File: src/rtl/evt_irq_pkg.sv
package evt_irq_pkg;
  typedef enum logic [1:0] {
    REG_EVENT  = 2'd0,
    REG_ENABLE = 2'd1,
    REG_ACK    = 2'd2,
    REG_LEVEL  = 2'd3
  } reg_sel_e;

  localparam int BANK_SPAN_BYTES = 16;
  localparam int SLOT_LSB        = 4;

  // bank b lives in slot (NUM_BANKS - b): lower sources sit at higher offsets
  function automatic int bank_slot(input int num_banks, input int b);
    return num_banks - b;
  endfunction
endpackage

File: src/rtl/evt_irq_decode.sv
module evt_irq_decode
  import evt_irq_pkg::*;
#(
  parameter int NUM_BANKS = 2,
  parameter int ADDR_W    = 6
) (
  input  logic [ADDR_W-1:0]    addr_i,
  output logic [NUM_BANKS-1:0] bank_hit_o,
  output reg_sel_e             reg_sel_o
);
  localparam int SLOT_W = ADDR_W - SLOT_LSB;

  logic unused_addr_lsb;
  assign unused_addr_lsb = ^addr_i[1:0];

  assign reg_sel_o = reg_sel_e'(addr_i[3:2]);

  for (genvar b = 0; b < NUM_BANKS; b++) begin : g_hit
    localparam logic [SLOT_W-1:0] SLOT = SLOT_W'(bank_slot(NUM_BANKS, b));
    assign bank_hit_o[b] = (addr_i[ADDR_W-1:SLOT_LSB] == SLOT);
  end
endmodule

File: src/rtl/evt_irq_bank.sv
module evt_irq_bank #(
  parameter int WIDTH = 32
) (
  input  logic             clk_i,
  input  logic             rst_ni,
  input  logic [WIDTH-1:0] src_i,
  input  logic             en_we_i,
  input  logic             ack_we_i,
  input  logic [WIDTH-1:0] wdata_i,
  output logic [WIDTH-1:0] event_o,
  output logic [WIDTH-1:0] enable_o,
  output logic             pend_o
);
  logic [WIDTH-1:0] src_q, event_q, enable_q;
  logic [WIDTH-1:0] latch, ack_clr, event_d;

  // latch uses the enable value held before any same-cycle write
  assign latch   = src_i & ~src_q & enable_q;
  assign ack_clr = ack_we_i ? wdata_i : '0;
  // set wins over clear
  assign event_d = (event_q & ~ack_clr) | latch;

  always_ff @(posedge clk_i or negedge rst_ni) begin
    if (!rst_ni) begin
      src_q    <= '0;
      event_q  <= '0;
      enable_q <= '0;
    end else begin
      src_q   <= src_i;
      event_q <= event_d;
      if (en_we_i) enable_q <= wdata_i;
    end
  end

  assign event_o  = event_q;
  assign enable_o = enable_q;
  assign pend_o   = |(event_q & enable_q);

  AST_EN_READBACK: assert property (@(posedge clk_i) disable iff (!rst_ni)
    en_we_i |=> enable_q == $past(wdata_i));

  AST_ACK_CLEARS: assert property (@(posedge clk_i) disable iff (!rst_ni)
    ack_we_i |=> (event_q & $past(wdata_i) & ~$past(src_i & ~src_q & enable_q)) == '0);

  AST_NO_SPURIOUS_EVENT: assert property (@(posedge clk_i) disable iff (!rst_ni)
    1'b1 |=> (event_q & ~$past(event_q) & ~$past(src_i & ~src_q & enable_q)) == '0);

  AST_EDGE_BEATS_ACK: assert property (@(posedge clk_i) disable iff (!rst_ni)
    1'b1 |=> ($past(src_i & ~src_q & enable_q) & ~event_q) == '0);
endmodule

File: src/rtl/evt_irq_ctrl.sv
module evt_irq_ctrl
  import evt_irq_pkg::*;
#(
  parameter int NUM_BANKS = 2,
  parameter int WORD_W    = 32,
  localparam int NUM_SRC  = NUM_BANKS * WORD_W,
  localparam int ADDR_W   = $clog2((NUM_BANKS + 2) * BANK_SPAN_BYTES)
) (
  input  logic               clk_i,
  input  logic               rst_ni,
  input  logic [NUM_SRC-1:0] src_i,
  input  logic [ADDR_W-1:0]  addr_i,
  input  logic               we_i,
  input  logic [WORD_W-1:0]  wdata_i,
  output logic [WORD_W-1:0]  rdata_o,
  output logic               irq_o
);
  logic [NUM_BANKS-1:0] bank_hit;
  reg_sel_e             reg_sel;
  logic [WORD_W-1:0]    ev   [NUM_BANKS];
  logic [WORD_W-1:0]    en   [NUM_BANKS];
  logic [NUM_BANKS-1:0] pend;

  evt_irq_decode #(.NUM_BANKS(NUM_BANKS), .ADDR_W(ADDR_W)) u_decode (
    .addr_i     (addr_i),
    .bank_hit_o (bank_hit),
    .reg_sel_o  (reg_sel)
  );

  for (genvar b = 0; b < NUM_BANKS; b++) begin : g_bank
    evt_irq_bank #(.WIDTH(WORD_W)) u_bank (
      .clk_i    (clk_i),
      .rst_ni   (rst_ni),
      .src_i    (src_i[b*WORD_W +: WORD_W]),
      .en_we_i  (we_i && bank_hit[b] && reg_sel == REG_ENABLE),
      .ack_we_i (we_i && bank_hit[b] && reg_sel == REG_ACK),
      .wdata_i  (wdata_i),
      .event_o  (ev[b]),
      .enable_o (en[b]),
      .pend_o   (pend[b])
    );
  end

  always_comb begin
    rdata_o = '0;
    for (int b = 0; b < NUM_BANKS; b++) begin
      if (bank_hit[b]) begin
        unique case (reg_sel)
          REG_EVENT:  rdata_o = ev[b];
          REG_ENABLE: rdata_o = en[b];
          REG_ACK:    rdata_o = '0;
          REG_LEVEL:  rdata_o = src_i[b*WORD_W +: WORD_W];
          default:    rdata_o = '0;
        endcase
      end
    end
  end

  assign irq_o = |pend;

  AST_IRQ_LOW_AFTER_RESET: assert property (@(posedge clk_i) disable iff (!rst_ni)
    $rose(rst_ni) |-> !irq_o);

  AST_BANK_HIT_EXCLUSIVE: assert property (@(posedge clk_i) disable iff (!rst_ni)
    $onehot0(bank_hit));
endmodule

File: config.mk
export PLATFORM = sky130hd
export DESIGN_NAME = evt_irq_ctrl
export DESIGN_NICKNAME = d
export VERILOG_FILES = /design/src/rtl/evt_irq_pkg.sv /design/src/rtl/evt_irq_decode.sv /design/src/rtl/evt_irq_bank.sv /design/src/rtl/evt_irq_ctrl.sv
export SDC_FILE = /design/constraint.sdc
export NUM_CORES = 1
export LEC_CHECK = 0
export BUFFER_PORTS_ARGS = -buffer_cell sky130_fd_sc_hd__buf_2
export CAP_MARGIN = 20
export CORE_MARGIN = 4
export CORE_UTILIZATION = 40
export CTS_BUF_LIST = sky130_fd_sc_hd__clkbuf_16
export DETAILED_ROUTE_END_ITERATION = 16
export GPL_TIMING_DRIVEN = 0
export PLACE_DENSITY_LB_ADDON = 0.25
export SETUP_SLACK_MARGIN = 0.5
export SYNTH_ARGS = -nofsm -noshare
export SYNTH_HDL_FRONTEND = slang
export SYNTH_SLANG_ARGS = --single-unit
File: constraint.sdc
create_clock -name clk_i -period 1.85 [get_ports clk_i]
set_input_delay 0.0925 -clock clk_i [delete_from_list [all_inputs] [get_ports clk_i]]
set_output_delay 0.0925 -clock clk_i [all_outputs]
set_load 0.02 [all_outputs]
==> impl_results.md <==
* CTS tree: done
* Worst Path Buf+Inv at 1
* TritonCTS Buffers at 17
* Compound-Gate Fraction of Synth Area at 18.4%
* Synth Register Bits at 192
* Initial antenna violation count at 0
* I/O pin total at 138
* Adder-cell share of the synthesized area at 0%
* Leading cell types in the layout, fill and taps excluded: dfrtp_1 (180), nand2_1 (126), buf_2 (120)
* Slew Viols, Final at 0
* Global Route Usage Sum at 24.3%
* Post-synthesis sequential area ratio at 56.1%
* Max Fclk at 425 MHz
* CTS sink count at 192
* Mapped Cells at 694
* Iter 0 DRT Violations at 487
* Worst EP arrival at 2.26 ns
* Via count at 7,151
* Syn_nets at 799
* Int Power at 0.00847 W
* Initial core utilization at 40.8%
* Die span in y at 154 um
* Max Cap Viol at 0
* ANT nets after route at 0
* Status: finished, violations left
* Ys Warns at 0
* Hold Path Class: in -> async
* Final core utilization at 58.0%
* Final setup viols at 2
* CTS H-tree depth at 4
* Clk slew on worst S/H paths at 0.07 ns
* Commonest non-fill, non-tap cell in the layout: dfrtp_1
* Cell count of the worst reg-to-reg path at 3
* Worst Slack Setup Final at -0.501 ns
* Worst slew pin tran at 0.783 ns
* Clock Skew at 0.00751 ns
* Largest family of logic cells by synthesized area: compound AO/OA/AOI/OAI gates
* CTS max path bufs at 2
* Total grt overflow at 0
* Post-Synth Simple-Gate Area at 6.53%
* Die W at 154 um
* Ant diodes at 0
* Die area at 0.0238 mm2
* Final HPWL DP at 18.3 mm
* Clk Latency, worst-skew pair at 0.44 ns
* Synth cell types at 21
* Final wirelength at 29.0 mm
* Mapped Avg Cell Area at 12.3 um2
* Vias per cell at 5.73
* P_leak at 5.07 nW
* CP top delay family: simple AND/OR/NAND/NOR gates
* CP Launch Type: flop
* Worst vdd ir at 0.575 mV
* Post-route clock period utilization at 127%
* Worst path slowest cell: or4_4
* Unrepaired setup endpoints after global routing: yes
* Post-layout minimum cycle time at 2.35 ns
* Sw frac at 30.7%
* Core Area at 0.0210 mm2
* Clock share of power at 27.7%
* Logic pwr share at 25.1%
* PwrDens at 1000 mW/mm2
* Reg2Reg Capture Point: g_bank[1].u_bank.enable_o[6]
* Worst EP required at 1.76 ns
* Layout area overhead at 42.3%
* Input/output buffers at 135
* Vias in the first global route at 7,604
* Worst r2r src: g_bank[1].u_bank.enable_o[6]
* WL/cell at 23.2 um
* Post-Syn Area at 0.00857 mm2
* First-pass GRT wire length at 44.6 mm
* # placed instances at 1,105
* CP max stage delay at 0.59 ns
* Part of the power in registers at 47.2%
* Final instance count without filler cells at 1,247
* Final Net Count at 1,067
* Fin. Hold Viols at 0
* CP endpoint kind: primary output
* DRC violations left at 0
* Worst-path cell chain: a22o_1 -> a221oi_2 -> nand4_1 -> or4_4 -> buf_6
* Slew margin rel. at 47.8%
* Clock root buffer: clkbuf_16
* First-pass iteration count of the detailed router at 5
* Mux cell area share after synthesis at 16.8%
* Setup Crit Path Kind: reg -> out
* Row count at 53
* Failing checks: negative setup slack
* Post-synthesis xor/xnor area fraction at 0%
* NetSw at 0.00376 W
* Flop2flop setup slack at 0.85 ns
* Routability cong. at 0.815
* Share of layout cells above drive strength 1 at 46.1%
* Largest net degree at the start of global routing at 116
* Crit path max fanout at 2
-- synth_stat cells --
cell type | n | share of area (%)
dfrtp_1 | 192 | 56
nand2_1 | 126 | 5.5
mux2_2 | 125 | 16
a22oi_1 | 64 | 5.6
o2bb2ai_1 | 62 | 6.3
o22ai_1 | 32 | 2.3
buf_2 | 24 | 1.4
a22o_1 | 16 | 1.6
clkbuf_1 | 11 | 0.48
a221oi_1 | 8 | 0.82
a221oi_2 | 8 | 1.4
buf_1 | 5 | 0.22
nand4_1 | 4 | 0.29
mux2_1 | 3 | 0.39
nor2_2 | 3 | 0.22
a32o_1 | 2 | 0.23
inv_1 | 2 | 0.088
nand2b_1 | 2 | 0.15
nand3b_1 | 2 | 0.18
nor2_1 | 2 | 0.088
or4_1 | 1 | 0.088
-- registers in the layout, indices dropped and copies added (netlist names) --
signal / cells
g_bank.u_bank.src_q: 64
g_bank.u_bank.enable_o: 64
g_bank.u_bank.event_o: 64
-- how the worst max path moves through the flow --
stage                                      start  depth (start not counted)  slack, ns                             to
floorplan           g_bank[1].u_bank.event_o[28]                          4       0.31                          irq_o
global placement                          rst_ni                          1      -2.60  g_bank[0].u_bank.enable_o[19]
detailed placement  g_bank[1].u_bank.enable_o[3]                          5      -0.21                          irq_o
CTS                  g_bank[1].u_bank.event_o[3]                          5      -0.48                          irq_o
global route        g_bank[1].u_bank.enable_o[6]                          5      -0.56                          irq_o
finish              g_bank[1].u_bank.enable_o[6]                          5      -0.50                          irq_o
-- logic make-up after synthesis --
logic type,after synthesis
DFF,192
AOI/OAI and AO/OA,192
muxes,128
and+or+nand+nor,140
buffers and inverters,42
-- power groups by stage --
| stage | Combinational, W | Sequential (W) | Clock, W |
|---|---|---|---|
| global route | 0.00328 | 0.00586 | 0.00359 |
| global placement | 0.00218 | 0.00574 | 0 |
| finish | 0.00307 | 0.00578 | 0.00339 |
| detailed placement | 0.00223 | 0.00574 | 0 |
| CTS | 0.00295 | 0.00574 | 0.00341 |
| floorplan | 0.00153 | 0.00547 | 0 |
-- routing by layer --
metal | vias up | wire (um) | track usage, %
met3 | 31 | 1880 | 5.71
met2 | 258 | 14100 | 39.3
li1 | 3160 | - | -
met4 | 0 | 409 | 5.51
met1 | 3702 | 12500 | 33.6
met5 | - | 0 | 0
-- area by class of cell --
| type | instances | area, um2 |
|---|---|---|
| clock buffers | 17 | 425 |
| flip-flops and latches | 192 | 4820 |
| repair buffers | 249 | 2040 |
| fillers | 1703 | 8830 |
| inverters | 2 | 7.51 |
| plain buffers | 40 | 229 |
| multi-input cells | 460 | 4240 |
| well taps | 275 | 344 |
| clock inverters | 12 | 81.3 |
-- through the flow --
step	total power, W	hold WS, ns	setup TNS, ns	setup WS, ns	area (um2)
floorplan	0.00700	-0.203	0	0.314	8600
global placement	0.00792	0.226	-498.22	-2.60	9620
detailed placement	0.00798	0.108	-1.52	-0.210	9650
CTS	0.0121	0.195	-0.477	-0.477	12000
global route	0.0127	0.215	-0.673	-0.561	12200
finish	0.0122	0.214	-0.530	-0.501	12200
-- what timing repair did --
item / 4_1_cts / 5_1_grt
endpoints found under the hold margin: 269 / 0
pin swaps: 21 / 3
hold buffers: 97 / 0
endpoints found under the setup margin: 33 / 100
buffers inserted: 11 / 4
resized for setup: 203 / 31
cloned: 0 / 1
Power figures use the tool's default switching activity.
